## src/rtl/gcal_pkg.sv

```systemverilog
package gcal_pkg;
  localparam int SEQ_W   = 23;
  localparam int SEQ_TAP = 18;
  localparam logic [SEQ_W-1:0] SEQ_SEED = 23'h5A3C1F;

  function automatic logic [SEQ_W-1:0] seq_step(input logic [SEQ_W-1:0] s);
    return {s[SEQ_W-2:0], s[SEQ_W-1] ^ s[SEQ_TAP-1]};
  endfunction
endpackage

```

## src/rtl/gcal_prbs.sv

```systemverilog
module gcal_prbs
  import gcal_pkg::*;
#(
  parameter logic [SEQ_W-1:0] SEED = SEQ_SEED
) (
  input  logic clk,
  input  logic rst,
  input  logic adv_i,
  output logic bit_o
);
  logic [SEQ_W-1:0] state_q;

  always_ff @(posedge clk) begin
    if (rst) state_q <= SEED;
    else if (adv_i) state_q <= seq_step(state_q);
  end

  assign bit_o = state_q[SEQ_W-1];

  // the sequence only moves on accepted samples
  assert_seq_hold_R2: assert property (@(posedge clk) disable iff (rst)
    !adv_i |=> $stable(state_q)) else $error("sequence moved without a sample");
  // a maximal-length register never falls into the all-zero state
  assert_seq_nonzero_R2: assert property (@(posedge clk) disable iff (rst)
    state_q != '0) else $error("sequence locked at zero");
endmodule

```

## src/rtl/gcal_scale_path.sv

```systemverilog
module gcal_scale_path #(
  parameter int DW       = 16,
  parameter int CW       = 18,
  parameter int FB       = 14,
  parameter int TEST_AMP = 8192
) (
  input  logic                 clk,
  input  logic                 rst,
  input  logic                 valid_i,
  input  logic signed [DW-1:0] data_i,
  input  logic                 tbit_i,
  input  logic [CW-1:0]        coef_i,
  output logic                 valid_o,
  output logic signed [DW-1:0] data_o,
  output logic                 tbit_o
);
  localparam int PW   = DW + CW + 1;
  localparam int MAXI = (1 << (DW-1)) - 1;
  localparam int MINI = -(1 << (DW-1));
  localparam logic signed [PW:0] AMP_P = (PW+1)'(TEST_AMP);
  localparam logic signed [PW:0] MAX_P = (PW+1)'(MAXI);
  localparam logic signed [PW:0] MIN_P = (PW+1)'(MINI);

  logic signed [PW-1:0] data_ext, coef_ext, prod_q, scaled;
  logic                 v1_q, t1_q;
  logic signed [PW:0]   diff;

  assign data_ext = {{(PW-DW){data_i[DW-1]}}, data_i};
  assign coef_ext = {{(PW-CW){1'b0}}, coef_i};

  // first register: product with the coefficient in force at this edge
  always_ff @(posedge clk) begin
    if (rst) begin
      prod_q <= '0;
      v1_q   <= 1'b0;
      t1_q   <= 1'b0;
    end else begin
      v1_q <= valid_i;
      if (valid_i) begin
        prod_q <= data_ext * coef_ext;
        t1_q   <= tbit_i;
      end
    end
  end

  assign scaled = prod_q >>> FB;
  assign diff   = {scaled[PW-1], scaled} - (t1_q ? AMP_P : -AMP_P);

  // second register: test removal and saturation
  always_ff @(posedge clk) begin
    if (rst) begin
      data_o  <= '0;
      valid_o <= 1'b0;
      tbit_o  <= 1'b0;
    end else begin
      valid_o <= v1_q;
      if (v1_q) begin
        tbit_o <= t1_q;
        if (diff > MAX_P)      data_o <= MAX_P[DW-1:0];
        else if (diff < MIN_P) data_o <= MIN_P[DW-1:0];
        else                   data_o <= diff[DW-1:0];
      end
    end
  end

  // output sample follows an accepted sample by two edges
  assert_latency_R3: assert property (@(posedge clk) disable iff (rst)
    valid_o |-> $past(valid_i, 2)) else $error("output without matching input");
endmodule

```

## src/rtl/gcal_correlator.sv

```systemverilog
module gcal_correlator #(
  parameter int DW = 16,
  parameter int LW = 24,
  parameter int AW = 48
) (
  input  logic                 clk,
  input  logic                 rst,
  input  logic                 valid_i,
  input  logic signed [DW-1:0] data_i,
  input  logic                 tbit_i,
  input  logic [LW-1:0]        len_i,
  output logic                 last_o,
  output logic signed [AW-1:0] sum_o,
  output logic                 done_o
);
  logic signed [AW-1:0] acc_q, term;
  logic [LW-1:0]        cnt_q;

  assign term   = tbit_i ? {{(AW-DW){data_i[DW-1]}}, data_i}
                         : -{{(AW-DW){data_i[DW-1]}}, data_i};
  assign sum_o  = acc_q + term;
  assign last_o = valid_i && (({1'b0, cnt_q} + 1'b1) >= {1'b0, len_i});

  always_ff @(posedge clk) begin
    if (rst) begin
      acc_q  <= '0;
      cnt_q  <= '0;
      done_o <= 1'b0;
    end else begin
      done_o <= last_o;
      if (last_o) begin
        acc_q <= '0;
        cnt_q <= '0;
      end else if (valid_i) begin
        acc_q <= sum_o;
        cnt_q <= cnt_q + 1'b1;
      end
    end
  end

  // the count never passes the block length (R7: zero length keeps it at zero)
  assert_count_bound_R5: assert property (@(posedge clk) disable iff (rst)
    (len_i == '0) ? (cnt_q == '0) : (cnt_q < len_i)) else $error("block count overran");
endmodule

```

## src/rtl/gcal_coef_loop.sv

```systemverilog
module gcal_coef_loop #(
  parameter int CW = 18,
  parameter int FB = 14,
  parameter int AW = 48,
  parameter int SW = 6
) (
  input  logic                 clk,
  input  logic                 rst,
  input  logic                 upd_i,
  input  logic signed [AW-1:0] sum_i,
  input  logic [SW-1:0]        shift_i,
  output logic [CW-1:0]        coef_o
);
  localparam logic [CW-1:0] UNITY = CW'(1 << FB);
  localparam logic signed [AW+1:0] CMAX = (AW+2)'((1 << CW) - 1);

  logic signed [AW-1:0] delta;
  logic signed [AW+1:0] cand;

  assign delta = sum_i >>> shift_i;
  assign cand  = $signed({{(AW+2-CW){1'b0}}, coef_o})
               - $signed({{2{delta[AW-1]}}, delta});

  always_ff @(posedge clk) begin
    if (rst) coef_o <= UNITY;
    else if (upd_i) begin
      if (cand < 0)         coef_o <= '0;
      else if (cand > CMAX) coef_o <= CMAX[CW-1:0];
      else                  coef_o <= cand[CW-1:0];
    end
  end
endmodule

```

## src/rtl/gain_cal_engine.sv

```systemverilog
module gain_cal_engine
  import gcal_pkg::*;
#(
  parameter int DW       = 16,
  parameter int CW       = 18,
  parameter int FB       = 14,
  parameter int LW       = 24,
  parameter int AW       = 48,
  parameter int SW       = 6,
  parameter int TEST_AMP = 1 << (DW-3)
) (
  input  logic                 clk,
  input  logic                 rst,
  input  logic [LW-1:0]        cfg_block_len,
  input  logic [SW-1:0]        cfg_step_shift,
  input  logic                 in_valid,
  input  logic signed [DW-1:0] in_data,
  output logic                 test_bit,
  output logic                 out_valid,
  output logic signed [DW-1:0] out_data,
  output logic [CW-1:0]        coef_out,
  output logic                 block_done
);
  logic                 pipe_tbit, blk_last;
  logic signed [AW-1:0] blk_sum;

  gcal_prbs #(.SEED(SEQ_SEED)) i_prbs (
    .clk(clk), .rst(rst), .adv_i(in_valid), .bit_o(test_bit));

  gcal_scale_path #(.DW(DW), .CW(CW), .FB(FB), .TEST_AMP(TEST_AMP)) i_scale (
    .clk(clk), .rst(rst), .valid_i(in_valid), .data_i(in_data), .tbit_i(test_bit),
    .coef_i(coef_out), .valid_o(out_valid), .data_o(out_data), .tbit_o(pipe_tbit));

  gcal_correlator #(.DW(DW), .LW(LW), .AW(AW)) i_corr (
    .clk(clk), .rst(rst), .valid_i(out_valid), .data_i(out_data), .tbit_i(pipe_tbit),
    .len_i(cfg_block_len), .last_o(blk_last), .sum_o(blk_sum), .done_o(block_done));

  gcal_coef_loop #(.CW(CW), .FB(FB), .AW(AW), .SW(SW)) i_coef (
    .clk(clk), .rst(rst), .upd_i(blk_last), .sum_i(blk_sum),
    .shift_i(cfg_step_shift), .coef_o(coef_out));

  // a block can only end on a delivered sample
  assert_done_after_sample_R5: assert property (@(posedge clk) disable iff (rst)
    block_done |-> $past(out_valid)) else $error("done without a sample");
  // the coefficient moves only together with a block end
  assert_coef_hold_R6: assert property (@(posedge clk) disable iff (rst)
    !block_done |-> $stable(coef_out)) else $error("coefficient moved between blocks");
endmodule

```

## config.mk

```make
export PLATFORM = sky130hd
export DESIGN_NAME = gain_cal_engine
export DESIGN_NICKNAME = d
export VERILOG_FILES = /design/src/rtl/gcal_pkg.sv /design/src/rtl/gcal_prbs.sv /design/src/rtl/gcal_scale_path.sv /design/src/rtl/gcal_correlator.sv /design/src/rtl/gcal_coef_loop.sv /design/src/rtl/gain_cal_engine.sv
export SDC_FILE = /design/constraint.sdc
export NUM_CORES = 1
export LEC_CHECK = 0
export BUFFER_PORTS_ARGS = -buffer_cell sky130_fd_sc_hd__buf_2
export CAP_MARGIN = 20
export CORE_MARGIN = 10
export CORE_UTILIZATION = 45
export CTS_BUF_LIST = sky130_fd_sc_hd__clkbuf_8
export CTS_CLUSTER_DIAMETER = 150
export CTS_CLUSTER_SIZE = 40
export DETAILED_ROUTE_END_ITERATION = 10
export SLEW_MARGIN = 20
export SYNTH_ARGS = -nofsm -noshare
export SYNTH_HDL_FRONTEND = slang
export SYNTH_SLANG_ARGS = --single-unit
export TNS_END_PERCENT = 20
```

## constraint.sdc

```tcl
create_clock -name clk -period 12.2 [get_ports clk]
set_input_delay 1.22 -clock clk [delete_from_list [all_inputs] [get_ports clk]]
set_output_delay 1.22 -clock clk [all_outputs]
set_load 0.01 [all_outputs]
```

==> run summary <==
status = finished, final reports clean
Clock Path Buffers = 2
Post-CTS Setup Bufs = 0
total iterations of the first detailed-routing run = 6
count leader, synth = nand2_1
power density cells = 132 mW/mm^2
Ports = 86
busiest grt layer = met2
Syn Nets = 3862
Resized cells post-CTS = 0
Crit. End Element = flip-flop
total gr overflow = 0
synthesized area = 0.0263 mm^2
Vias per Instance = 6.09
Core Box Area = 0.0578 mm^2
Post-Synth XOR/XNOR Area = 0.0440
worst path bufs/invs = 2
RR Startpoint = i_scale.data_o[2]$_SDFFE_PP0P_
placed cells = 4064
Mean Syn Cell Area = 7.84 um^2
Mapped Cells = 3351
# clock sinks = 155
CP max FO = 17
min-delay worst type = reg -> reg
worst-margin pin slew = 1.12 ns
initial DRC count = 2032
FF-to-FF path depth = 40
synth warn = 0
post-synthesis async set-or-reset flop share = 0
Final Cycle Share = 0.907
Worst setup endpoint = i_coef.coef_o[16]$_SDFFE_PP0P_
met3 GRT Util = 0.0387
Routed Antenna Nets = 0
pre-CTS WS = 1.36 ns
Initial Util = 0.454
sequential fraction of the synthesis area = 0.118
synth unique cells = 102
Die ar. = 0.0684 mm^2
main combinational cell family by area after synthesis = adder cells
Worst path top cell family by delay = compound AO/OA/AOI/OAI gates
CTS tree = yes
vias in the first global route = 24500
top-area cell type share of the netlist area = 0.172
critical path arrival = 11.51 ns
Die Width = 262 um
clock skew = 0.0209 ns
R2R Setup Slk = 1.14 ns
first-pass GRT wire length = 142000 um
post-synthesis mux area share = 0.0676
IO Port Bufs = 85
setup ws final = 1.14 ns
top_reg_cell synth = dfxtp_1
Slew headroom = 0.249
Hold-fix buffers, CTS = 0
chip height = 262 um
CTS buffer count = 17
Worst path depth = 40
Root Buffer = clkbuf_8
leakage = 12.9 nW
initial antenna violation count = 1
met2 track demand over resource = 0.435
maximum clock rate = 0.0904 GHz
Commonest cells post-synth = nand2_1 (387), inv_1 (332), nor2_1 (301)
fin cells = 4099
crit path kind = reg -> reg
Post-synth EDFFs = 0
final wirelength = 91500 um
largest net degree at the start of global routing = 61
Critical Path RT = 12.64 ns
peak supply drop = 0.0909 mV
setup TNS = 0 ns
largest cells by area after synthesis = fa_1 (17%), dfxtp_1 (12%), ha_1 (11%)
gp weighted congestion = 0.998
Slew Limit Fails = 0
leading area contributor after synthesis = fa_1
post-synthesis compound-gate area fraction = 0.190
Max Cap Viol = 0
P&R area growth vs syn = 5.52%
layout net count = 3829
min Tclk post-route = 11.06 ns
CP peak stage delay = 0.70 ns
Startpoint Class = flip-flop
GRT Overall Usage = 0.266
Yosys reg bits = 155
most used cell along the critical path = o21ai_0
clk_lat worst skew = 0.57 ns
unrepaired setup endpoints after global routing = false
Worst Setup SP = i_scale.data_o[2]$_SDFFE_PP0P_
Reg clk slew, reported paths = 0.12 ns
post-DR wirelength/cell = 22.3 um
Crit Reg-Reg Endpoint = i_coef.coef_o[16]$_SDFFE_PP0P_
Residual DRC = 0
final hold vios = 0
H-Tree Level Count = 4
DP HPWL = 71900 um
row cnt = 88
Max stage delay cell, worst path = nor3_1
vias post-DR = 25000
# setup viols final = 0
M1 GR Usage = 0.346
simple-gate share of the synthesized area = 0.220
layout cells sized above 1 = 0.0742
synthesized-area fraction occupied by adder cells = 0.285
-- layout make-up --
cell class	instances	area [um^2]
fillers	5728	30100
multi-input cells	2676	21200
flip-flops and latches	155	3110
inverters	336	1260
well taps	765	957
repair buffers	132	778
clock buffers	17	234
clock inverters	15	209
diodes	3	7.51
-- worst min-delay path by stage --
stage,cells past startpoint,slack (ns),end,start
finish,2,0.48,i_prbs.state_q[10]$_SDFFE_PP1P_,i_prbs.state_q[10]$_SDFFE_PP1P_
global route,2,0.50,i_prbs.state_q[12]$_SDFFE_PP1P_,i_prbs.state_q[12]$_SDFFE_PP1P_
global placement,2,0.46,i_prbs.state_q[1]$_SDFFE_PP1P_,i_prbs.state_q[0]$_SDFFE_PP1P_
detailed placement,2,0.46,i_prbs.state_q[1]$_SDFFE_PP1P_,i_prbs.state_q[0]$_SDFFE_PP1P_
CTS,2,0.48,i_prbs.state_q[1]$_SDFFE_PP1P_,i_prbs.state_q[0]$_SDFFE_PP1P_
floorplan,2,0.44,i_prbs.state_q[1]$_SDFFE_PP1P_,i_prbs.state_q[0]$_SDFFE_PP1P_
-- sequential cells by signal, summed over array words and instances (netlist names) --
| signal | flops |
|---|---|
| i_coef.coef_o | 18 |
| i_corr.acc_q | 48 |
| i_corr.cnt_q | 24 |
| i_corr.done_o | 1 |
| i_prbs.state_q | 23 |
| i_scale.data_o | 16 |
| i_scale.prod_q | 21 |
| i_scale.t1_q | 1 |
| i_scale.tbit_o | 1 |
| i_scale.v1_q | 1 |
| i_scale.valid_o | 1 |
-- worst reg2reg max path, delay by kind of cell, from the launching register on --
kind                     cells  cell delay (ns)
AO/OA/AOI/OAI               23             5.89
adder cells (fa/ha/maj)      3             0.95
buffers and inverters        2             0.32
flip-flops                   1             0.37
AND/OR/NAND/NOR             12             3.44
-- kinds of logic after synthesis --
family,after synthesis
adders and majority gates,462
DFF,155
xor gates and xnor gates,132
buffers and inverters,520
muxes,160
AOI/OAI and AO/OA,722
and+or+nand+nor,1200
-- layer usage --
layer,part of all wire,up-vias
li1,-,11600
met1,0.43,12200
met5,0,-
met3,0.068,210
met2,0.47,1015
met4,0.041,0
-- cell usage in the layout (no fill, tap or decap), drive strengths merged, types with 11 or more instances in the layout --
| cell type | count |
|---|---|
| a21o | 34 |
| xnor2 | 62 |
| o21a | 24 |
| dfxtp | 155 |
| nand3 | 53 |
| inv | 342 |
| buf | 132 |
| nor2 | 301 |
| a21oi | 193 |
| mux4 | 12 |
| and3 | 34 |
| o211ai | 58 |
| xor2 | 70 |
| or3 | 25 |
| o31ai | 14 |
| a211oi | 42 |
| or4 | 14 |
| clkbuf | 17 |
| ha | 236 |
| mux2 | 17 |
| nor4 | 20 |
| nand2b | 59 |
| and4 | 14 |
| and2 | 129 |
| nand2 | 389 |
| mux2i | 131 |
| nor3 | 69 |
| fa | 226 |
| nand4 | 46 |
| a221o | 21 |
| o22ai | 17 |
| nor2b | 19 |
| o21ai | 121 |
| a2111oi | 11 |
| a31oi | 21 |
-- metrics by stage --
step                      power [mW]   util  area, um^2  hold WS, ns
after floorplan                 2.33      -       26300        0.439
after global placement          3.12  0.472       27300        0.455
after detailed placement        3.13  0.472       27300        0.455
after CTS                       3.58  0.479       27700        0.482
after global routing            3.87  0.480       27700        0.500
final                           3.65  0.480       27700        0.482
-- where the power goes --
| group | total (mW) | switching (mW) | internal, mW |
|---|---|---|---|
| registers | 0.578 | 0.0376 | 0.540 |
| clock network | 0.437 | 0.273 | 0.164 |
| logic | 2.63 | 1.76 | 0.877 |
| total | 3.65 | 2.07 | 1.58 |
(Power assumes the default switching activity.)
